File: src/rtl/ddr_init_pkg.sv
package ddr_init_pkg;

  typedef enum logic [2:0] {
    CMD_NOP  = 3'd0,
    CMD_PALL = 3'd1,
    CMD_EMRS = 3'd2,
    CMD_MRS  = 3'd3,
    CMD_REF  = 3'd4
  } dram_cmd_e;

  typedef enum logic [3:0] {
    STP_CKE,
    STP_PALL_A,
    STP_EMRS,
    STP_MRS_DLL,
    STP_PALL_B,
    STP_REF,
    STP_MRS_RUN,
    STP_SETTLE,
    STP_READY
  } init_step_e;

  function automatic int unsigned umax(input int unsigned a, input int unsigned b);
    return (a > b) ? a : b;
  endfunction

endpackage

File: src/rtl/ddr_init_gap_timer.sv
module ddr_init_gap_timer #(
  parameter int unsigned CNT_W     = 8,
  parameter int unsigned RESET_VAL = 1
) (
  input  logic             clk,
  input  logic             rst,
  input  logic             load,
  input  logic [CNT_W-1:0] load_val,
  output logic             expired
);
  logic [CNT_W-1:0] cnt_q;

  always_ff @(posedge clk) begin
    if (rst) begin
      cnt_q <= CNT_W'(RESET_VAL);
    end else if (load) begin
      cnt_q <= load_val;
    end else if (cnt_q != '0) begin
      cnt_q <= cnt_q - 1'b1;
    end
  end

  assign expired = (cnt_q == '0);
endmodule

File: src/rtl/ddr_init_lock_window.sv
module ddr_init_lock_window #(
  parameter int unsigned LOCK_CYC = 200
) (
  input  logic clk,
  input  logic rst,
  input  logic start,
  output logic locked
);
  localparam int unsigned LW = $clog2(LOCK_CYC + 1);

  logic          running_q;
  logic [LW-1:0] cnt_q;

  always_ff @(posedge clk) begin
    if (rst) begin
      running_q <= 1'b0;
      cnt_q     <= '0;
    end else if (start) begin
      running_q <= 1'b1;
      cnt_q     <= LW'(LOCK_CYC - 1);
    end else if (running_q && cnt_q != '0) begin
      cnt_q <= cnt_q - 1'b1;
    end
  end

  assign locked = running_q && (cnt_q == '0);

  AST_LOCK_NOT_AT_START: assert property (@(posedge clk) disable iff (rst)
    start |=> !locked);
endmodule

File: src/rtl/ddr_init_cmd_map.sv
module ddr_init_cmd_map
  import ddr_init_pkg::*;
#(
  parameter int unsigned          ADDR_W   = 13,
  parameter int unsigned          CNT_W    = 8,
  parameter int unsigned          T_RP     = 3,
  parameter int unsigned          T_RFC    = 10,
  parameter int unsigned          MRS_GAP  = 2,
  parameter logic [ADDR_W-1:0]    EMRS_VAL = '0,
  parameter logic [ADDR_W-1:0]    MRS_VAL  = '0
) (
  input  init_step_e        step,
  output dram_cmd_e         cmd,
  output logic [ADDR_W-1:0] addr,
  output logic [CNT_W-1:0]  wait_m1
);
  localparam int unsigned DLL_BIT = 8;
  localparam int unsigned AP_BIT  = 10;

  logic [ADDR_W-1:0] pall_addr;
  logic [ADDR_W-1:0] mrs_dll_addr;
  logic [ADDR_W-1:0] mrs_run_addr;

  generate
    if (ADDR_W <= AP_BIT) begin : g_width_bad
      $error("ddr_init_cmd_map: ADDR_W must exceed 10");
    end else begin : g_width_ok
      always_comb begin
        pall_addr             = '0;
        pall_addr[AP_BIT]     = 1'b1;
        mrs_dll_addr          = MRS_VAL;
        mrs_dll_addr[DLL_BIT] = 1'b1;
        mrs_run_addr          = MRS_VAL;
        mrs_run_addr[DLL_BIT] = 1'b0;
      end
    end
  endgenerate

  always_comb begin
    cmd     = CMD_NOP;
    addr    = '0;
    wait_m1 = '0;
    unique case (step)
      STP_CKE: begin
        wait_m1 = '0;
      end
      STP_PALL_A, STP_PALL_B: begin
        cmd     = CMD_PALL;
        addr    = pall_addr;
        wait_m1 = CNT_W'(T_RP - 1);
      end
      STP_EMRS: begin
        cmd     = CMD_EMRS;
        addr    = EMRS_VAL;
        wait_m1 = CNT_W'(MRS_GAP - 1);
      end
      STP_MRS_DLL: begin
        cmd     = CMD_MRS;
        addr    = mrs_dll_addr;
        wait_m1 = CNT_W'(MRS_GAP - 1);
      end
      STP_REF: begin
        cmd     = CMD_REF;
        wait_m1 = CNT_W'(T_RFC - 1);
      end
      STP_MRS_RUN: begin
        cmd     = CMD_MRS;
        addr    = mrs_run_addr;
        wait_m1 = CNT_W'(MRS_GAP - 1);
      end
      default: begin
        cmd     = CMD_NOP;
      end
    endcase
  end
endmodule

File: src/rtl/ddr_init_seq.sv
module ddr_init_seq
  import ddr_init_pkg::*;
#(
  parameter int unsigned       ADDR_W        = 13,
  parameter int unsigned       CLK_PERIOD_PS = 10000,
  parameter int unsigned       STABLE_US     = 200,
  parameter int unsigned       T_RP          = 3,
  parameter int unsigned       T_RFC         = 10,
  parameter int unsigned       MRS_GAP       = 2,
  parameter int unsigned       N_REF         = 2,
  parameter int unsigned       DLL_LOCK      = 200,
  parameter logic [ADDR_W-1:0] EMRS_VAL      = '0,
  parameter logic [ADDR_W-1:0] MRS_VAL       = ADDR_W'('h062)
) (
  input  logic              clk,
  input  logic              rst,
  output logic              cke,
  output logic [2:0]        cmd,
  output logic [ADDR_W-1:0] addr,
  output logic              ready
);
  localparam int unsigned STABLE_CYC = (STABLE_US * 1000000) / CLK_PERIOD_PS;
  localparam int unsigned MAX_WAIT   = umax(STABLE_CYC, umax(T_RP, umax(T_RFC, MRS_GAP)));
  localparam int unsigned CNT_W      = $clog2(MAX_WAIT + 1);
  localparam int unsigned RC_W       = $clog2(N_REF) + 1;

  generate
    if (N_REF < 2 || T_RP < 2 || T_RFC < 2 || MRS_GAP < 2 || DLL_LOCK < 2 || STABLE_CYC < 1)
    begin : g_param_bad
      $error("ddr_init_seq: parameter below its minimum");
    end
  endgenerate

  init_step_e        step_q, step_nx;
  logic [RC_W-1:0]   ref_cnt_q;
  logic              cke_q, ready_q;
  dram_cmd_e         cmd_q;
  logic [ADDR_W-1:0] addr_q;

  dram_cmd_e         map_cmd;
  logic [ADDR_W-1:0] map_addr;
  logic [CNT_W-1:0]  map_wait_m1;
  logic              tmr_expired;
  logic              dll_locked;
  logic              fire;
  logic              lock_start;

  ddr_init_cmd_map #(
    .ADDR_W(ADDR_W), .CNT_W(CNT_W), .T_RP(T_RP), .T_RFC(T_RFC),
    .MRS_GAP(MRS_GAP), .EMRS_VAL(EMRS_VAL), .MRS_VAL(MRS_VAL)
  ) u_map (
    .step(step_q), .cmd(map_cmd), .addr(map_addr), .wait_m1(map_wait_m1)
  );

  ddr_init_gap_timer #(.CNT_W(CNT_W), .RESET_VAL(STABLE_CYC - 1)) u_timer (
    .clk(clk), .rst(rst), .load(fire), .load_val(map_wait_m1), .expired(tmr_expired)
  );

  ddr_init_lock_window #(.LOCK_CYC(DLL_LOCK)) u_lock (
    .clk(clk), .rst(rst), .start(lock_start), .locked(dll_locked)
  );

  assign fire       = tmr_expired && (step_q != STP_SETTLE) && (step_q != STP_READY);
  assign lock_start = fire && (step_q == STP_MRS_DLL);

  always_comb begin
    step_nx = step_q;
    unique case (step_q)
      STP_CKE:     step_nx = STP_PALL_A;
      STP_PALL_A:  step_nx = STP_EMRS;
      STP_EMRS:    step_nx = STP_MRS_DLL;
      STP_MRS_DLL: step_nx = STP_PALL_B;
      STP_PALL_B:  step_nx = STP_REF;
      STP_REF:     step_nx = (ref_cnt_q == RC_W'(N_REF - 1)) ? STP_MRS_RUN : STP_REF;
      STP_MRS_RUN: step_nx = STP_SETTLE;
      default:     step_nx = step_q;
    endcase
  end

  always_ff @(posedge clk) begin
    if (rst) begin
      step_q    <= STP_CKE;
      ref_cnt_q <= '0;
      cke_q     <= 1'b0;
      cmd_q     <= CMD_NOP;
      addr_q    <= '0;
      ready_q   <= 1'b0;
    end else begin
      cmd_q  <= CMD_NOP;
      addr_q <= '0;
      if (fire) begin
        cmd_q  <= map_cmd;
        addr_q <= map_addr;
        step_q <= step_nx;
        if (step_q == STP_CKE) cke_q <= 1'b1;
        if (step_q == STP_REF) ref_cnt_q <= ref_cnt_q + 1'b1;
      end
      if (step_q == STP_SETTLE && tmr_expired && dll_locked) begin
        ready_q <= 1'b1;
        step_q  <= STP_READY;
      end
    end
  end

  assign cke   = cke_q;
  assign cmd   = cmd_q;
  assign addr  = addr_q;
  assign ready = ready_q;

  AST_CKE_LOW_ONLY_NOP: assert property (@(posedge clk) disable iff (rst)
    !cke |-> (cmd == CMD_NOP));
  AST_CMD_ONE_CYCLE: assert property (@(posedge clk) disable iff (rst)
    (cmd != CMD_NOP) |=> (cmd == CMD_NOP));
  AST_PALL_BIT10: assert property (@(posedge clk) disable iff (rst)
    (cmd == CMD_PALL) |-> addr[10]);
  AST_READY_AFTER_LOCK: assert property (@(posedge clk) disable iff (rst)
    $rose(ready) |-> dll_locked);
  AST_READY_STICKY: assert property (@(posedge clk) disable iff (rst)
    ready |=> ready);
  AST_CKE_STICKY: assert property (@(posedge clk) disable iff (rst)
    cke |=> cke);
  AST_READY_QUIET: assert property (@(posedge clk) disable iff (rst)
    ready |-> (cmd == CMD_NOP && cke));
endmodule

File: config.mk
export PLATFORM = sky130hd
export DESIGN_NAME = ddr_init_seq
export DESIGN_NICKNAME = d
export VERILOG_FILES = /design/src/rtl/ddr_init_pkg.sv /design/src/rtl/ddr_init_gap_timer.sv /design/src/rtl/ddr_init_lock_window.sv /design/src/rtl/ddr_init_cmd_map.sv /design/src/rtl/ddr_init_seq.sv
export SDC_FILE = /design/constraint.sdc
export NUM_CORES = 1
export LEC_CHECK = 0
export CAP_MARGIN = 20
export CORE_UTILIZATION = 60
export CTS_CLUSTER_SIZE = 12
export DETAILED_ROUTE_END_ITERATION = 16
export PLACE_DENSITY_LB_ADDON = 0.25
export SLEW_MARGIN = 40
export SYNTH_ARGS = -nofsm -noshare
export SYNTH_HDL_FRONTEND = slang
export SYNTH_SLANG_ARGS = --single-unit
File: constraint.sdc
create_clock -name clk -period 3.43 [get_ports clk]
set_input_delay 0.343 -clock clk [delete_from_list [all_inputs] [get_ports clk]]
set_output_delay 0.343 -clock clk [all_outputs]
set_load 0.01 [all_outputs]
# Word-level counts from Yosys, hierarchy flattened
# Index checks and enable logic that the tools add are counted.
[totals] regBits=48 latch_bits=0 ram_bits=0 rom_bits=0 word_cells=63 memories=0
[classes] addsub=3 n_mul=0 n_div=0 order_cmp=0 eq_ne=10 n_shift=0 mux=11 bitwise=1 n_reduce_logical=27
[op_table] operator="11-bit case mux with 3 select lines" n=1
[op_table] operator="15-bit 2-to-1 mux" n=2
[op_table] operator="4-bit case mux with 7 select lines" n=1
[op_table] operator="4-bit by 3-bit == test with 1-bit output (second input constant)" n=4
[op_table] operator="8-bit 2-to-1 mux" n=2
[op_table] operator="8-bit nonzero test" n=2
[op_table] operator="15-bit logical NOT" n=1
[op_table] operator="15-bit nonzero test" n=1
[op_table] operator="15-bit by 1-bit subtractor with 15-bit output (second input constant)" n=1
[op_table] operator="3-bit case mux with 4 select lines" n=1
[op_table] operator="4-bit case mux with 3 select lines" n=1
[op_table] operator="2-bit OR reduction" n=5
[op_table] operator="4-bit by 2-bit == test with 1-bit output (second input constant)" n=2
[op_table] operator="8-bit logical NOT" n=1
[op_table] operator="4-bit 2-to-1 mux" n=2
[op_table] operator="2-bit AND reduction" n=4
[op_table] operator="8-bit by 1-bit subtractor with 8-bit output (second input constant)" n=1
[op_table] operator="1-bit logical AND" n=7
[op_table] operator="7-bit nonzero test" n=1
[op_table] operator="2-bit nonzero test" n=3
[op_table] operator="4-bit by 1-bit == test with 1-bit output (second input constant)" n=1
[op_table] operator="4-bit logical NOT" n=1
[op_table] operator="4-bit by 3-bit inequality test with 1-bit output (second input constant)" n=1
[op_table] operator="4-bit inequality test (second input constant)" n=1
[op_table] operator="other kinds (5)" n=5

# Longest topological paths before layout
[depth] depth_word=5 depth_mapped=8

# Hierarchy
# From an unflattened synthesis, not the netlist that was laid out.
[unflattened] cells_unflattened=282 hier_area_um2=2512.4
[modules_own_cells] mod="ddr_init_seq" instances=1 cells_per_inst=80 area_per_inst_um2=885.8 seq_area_each_um2=480.5
[modules_own_cells] mod="ddr_init_gap_timer" instances=1 cells_per_inst=110 area_per_inst_um2=878.3 seq_area_each_um2=300.3
[modules_own_cells] mod="ddr_init_lock_window" instances=1 cells_per_inst=57 area_per_inst_um2=499.2 seq_area_each_um2=180.2
[modules_own_cells] mod="ddr_init_cmd_map" instances=1 cells_per_inst=35 area_per_inst_um2=249.0 seq_area_each_um2=0.0

# Worst setup path after synthesis
# Ideal clock, no wire load.
[synth_timing] kind="register to register" startpoint="reg u_timer.cnt_q[2]" endpoint="reg ref_cnt_q[0]" setup_time_ps=71 arrival_ps=2068 required_ps=3359 path_slack_ps=1292 stages_incl_launch_ff=7 n_path_buf=2 synth_period_minus_slack_ps=2138 path_cell_list="dfxtp_1 > or4_1 > buf_2 > or4_1 > clkbuf_2 > or3_1 > a21oi_1"
[synth_between] elab_chain_len=4
[synth_lines] item="start, declared" line="ddr_init_gap_timer.sv:11" text="logic [CNT_W-1:0] cnt_q;"
[synth_lines] item="start signal, assigned" line="ddr_init_gap_timer.sv:15" text="cnt_q <= CNT_W'(RESET_VAL);"
[synth_lines] item="start signal, assigned" line="ddr_init_gap_timer.sv:17" text="cnt_q <= load_val;"
[synth_lines] item="start signal, assigned" line="ddr_init_gap_timer.sv:19" text="cnt_q <= cnt_q - 1'b1;"
[synth_lines] item="15-bit logical NOT" line="ddr_init_gap_timer.sv:23" text="assign expired = (cnt_q == '0);"
[synth_lines] item="1-bit logical AND (2 in series)" line="ddr_init_seq.sv:63" text="assign fire = tmr_expired && (step_q != STP_SETTLE) && (step_q != STP_READY);"
[synth_lines] item="2-bit AND reduction (no line)"
[synth_lines] item="end signal, assigned" line="ddr_init_seq.sv:96" text="if (step_q == STP_REF) ref_cnt_q <= ref_cnt_q + 1'b1;"
[synth_lines] item="end, declared" line="ddr_init_seq.sv:35" text="logic [RC_W-1:0] ref_cnt_q;"
# Every way passes these cells.
# A chain may end at the register's enable or synchronous reset.

# Final worst setup path
[layout_timing] startpoint="reg u_timer.cnt_q[2]" endpoint="reg u_timer.cnt_q[5]"
[layout_between] elab_chain_len=4 word_cells_on_any_way=8
[layout_lines] item="branches (longest 4 deep; another with 15-bit by 1-bit subtractor with 15-bit output)"
# Several ways; the timed one is not identified. The select of a mux whose other input is x is not followed.

==> results.txt <==
----------------------------------------------------
[Run status]
  Run status ... complete, no violations

[GRT]
  Aggregate global-route resource usage ... 0.2388
  Maximum number of pins on one net before global-route repair ... 22
  Number of antenna violations at the first check in global routing ... 0
  Wire length of the first global-routing pass ... 6258 um
  Via count of the first global-routing pass ... 1,374
  Aggregate global routing overflow ... 0

[Power]
  Maximum vdd drop ... 0.0002264 V
  Leakage Power ... 0.7531 nW
  Power Dens Cells ... 373.9 mW/mm2

[Setup path]
  Buffers & Inverters on Critical Path ... 0
  Worst path cell trace ... or4_1 > or4_1 > o21ai_1 > a21oi_1
  Worst path most repeated cell ... or4_1
  Type of the worst setup path ... reg -> reg
  Sort of element at the start of the critical path ... flip-flop
  CP required ... 3.64 ns
  Delay of the slowest critical-path stage ... 0.82 ns
  CP arrival ... 2.77 ns
  Cell with the largest stage delay on the worst path ... or4_1
  Critical-path maximum fanout ... 16
  Cell type group with the largest total delay on the critical path ... simple AND/OR/NAND/NOR gates
  Endpoint class of the critical path ... flip-flop

[Finish]
  Share of post-route cells with drive strength above 1 ... 0.08824
  Final net count ... 245
  Post-route cell area ... 0.002102 mm2
  P&R area growth vs syn ... 8.879%
  Diode insertion count for antenna repair ... 0
  Non-filler cells, final ... 282

[Clock tree]
  H-tree lvl count ... 2
  Clock tree root buffer cell ... clkbuf_4
  Post-CTS Repair Setup Buffers ... 0
  CTS max path bufs ... 2
  Post-cts resize count ... 0
  TritonCTS clock tree ... done
  Clock sink count ... 38
  Worst-Skew Late Latency ... 0.34 ns
  TritonCTS Buffers ... 5
  Clock slew at reported path FFs ... 0.11 ns
  Hold buffer count at CTS ... 0

[Yosys]
  Top cell type's share of synthesized area ... 0.3940
  Main flop type after synthesis ... dfxtp_1
  Synth Warn # ... 0
  Dominant cell by count in the synthesized netlist ... dfxtp_1
  Async set-reset flop share out of synthesis ... 0
  Leading cell types by count after synthesis ... dfxtp_1 (38), a21oi_1 (23), nor2_1 (16)
  Synth area leader ... dfxtp_1
  Register area share after synthesis ... 0.3940
  Number of instances in the synthesized netlist ... 233
  Number of distinct library cells after synthesis ... 48
  Synth area leaders ... dfxtp_1 (39%), a21oi_1 (6.0%), buf_4 (3.9%)
  Post-Syn Area per Cell ... 8.286 um2
  Netlist area before placement ... 0.001931 mm2
  Register bit total from synthesis ... 38
  Number of synthesized flops with an enable pin ... 0

[Placed design]
  Final Wtd Congestion ... 0.7800
  Buffers added on ports ... 11
  Placed cell count ... 275
  Placed Instance Area ... 0.002021 mm2
  Half-perimeter wire length after detailed placement ... 2579 um

[Min path]
  Worst min-delay path class ... reg -> reg

[STA]
  Pin slew with the least headroom to its limit ... 0.6023 ns
  Hold violation count in the final report ... 0
  Slew HR ... 0.5948
  Max Clock Skew ... 0.006849 ns
  Maximum frequency from static timing analysis ... 0.3910 GHz
  Clock period minus worst slack ... 2.557 ns
  Final-report max-slew violation count ... 0
  Share of the cycle needed by the critical path after routing ... 0.7456
  Summed negative setup slack over all endpoints ... 0 ns
  # setup viols final ... 0
  RSZ-0062 raised after global routing ... no

[Floorplan]
  Starting utilization of the core area ... 0.6324
  Horiz. Die Dim ... 58.73 um
  Num rows ... 20
  Die area ... 0.003449 mm2
  Height of the die ... 58.73 um
  Count of pins on the block boundary ... 20
  Placeable Area ... 0.003053 mm2

[Routing]
  Average wire length per cell after detail routing ... 13.41 um
  Number of nets with antenna violations after detailed routing ... 0
  Drt first-iter violations ... 97
  Total Wirelength ... 3782 um
  Residual DRC count ... 0
  Number of vias in the routed layout ... 1,677
  Pre-antenna DRT Iters ... 5
  Drt via density ... 5.947

[Run]
  Number of max-capacitance violations reported ... 0

----------------------------------------------------
## flip-flops by register name, summed over array words and instances, names as in the netlist
name,flops
u_timer.cnt_q,15
u_lock.cnt_q,8
step_q,4
addr,3
cmd,3
ref_cnt_q,2
cke,1
ready,1
u_lock.running_q,1
## worst reg2reg max path, delay by kind of cell, from the launching register on
kind / cells / cell delay [ns]
and+or+nand+nor: 2 / 1.47
AOI/OAI and AO/OA: 2 / 0.60
DFF: 1 / 0.35
## per-stage QoR
stage	hold WS, ns	setup WS, ns	power, W	utilization
5_1_grt	0.5111	0.7662	0.0008118	0.6885
6_report	0.4797	0.8727	0.0007860	0.6885
4_1_cts	0.4838	0.8988	0.0007917	0.6885
3_5_place_dp	0.4599	0.9215	0.0004820	0.6619
3_3_place_gp	0.4462	1.047	0.0004813	0.6619
2_1_floorplan	0.4422	1.292	0.0004822	-
## metal layers
layer,vias up,wire (um),GRT usage,part of all wire
met5,-,0,0,0
met4,0,48,0.09184,0.013
met3,6,232,0.05275,0.061
met2,50,1693,0.3571,0.45
met1,782,1808,0.3347,0.48
li1,839,-,-,-
## worst paths after layout
| kind | slack, ns | cells past startpoint | end | startpoint |
|---|---|---|---|---|
| max | 0.87 | 4 | u_timer.cnt_q[5]$_SDFFE_PP0P_ | u_timer.cnt_q[2]$_SDFFE_PP1P_ |
| min | 0.48 | 2 | cke$_SDFFE_PP0P_ | cke$_SDFFE_PP0P_ |
| max reg2reg | 0.87 | 4 | u_timer.cnt_q[5]$_SDFFE_PP0P_ | u_timer.cnt_q[2]$_SDFFE_PP1P_ |
| min reg2reg | 0.48 | 2 | cke$_SDFFE_PP0P_ | cke$_SDFFE_PP0P_ |
## layout by cell type (no fill, tap or decap), types with 10 or more instances in the layout
| cell | count |
|---|---|
| inv_1 | 10 |
| clkdlybuf4s50_1 | 11 |
| a21oi_1 | 23 |
| nor2_1 | 16 |
| nand2_1 | 12 |
| dfxtp_1 | 38 |
| o21ai_0 | 10 |
| nor3_1 | 11 |
## report_power, final
part           leakage, nW  switching (W)  internal (W)
logic                0.402      0.0000189    0.00000726
clock network       0.0443       0.000144      0.000170
registers            0.307     0.00000233      0.000444
total                0.753       0.000165      0.000621
## cells by family after synthesis
family / count (synthesis) / synth area share
simple gates: 89 / 0.2599
compound gates: 60 / 0.1912
flops: 38 / 0.3940
buf+inv: 33 / 0.08684
fa+ha+maj: 5 / 0.03240
xor+xnor: 4 / 0.01815
mux: 3 / 0.01555
other cells: 1 / 0.001942
## layout make-up
class	instances	area (um2)
Multi-Input combinational cell	169	1035
Fill cell	260	950.9
Sequential cell	38	760.7
Timing Repair Buffer	14	132.6
Tap cell	44	55.05
Clock buffer	6	51.30
Inverter	10	37.54
Clock inverter	1	30.03
Power figures use the tool's default switching activity.
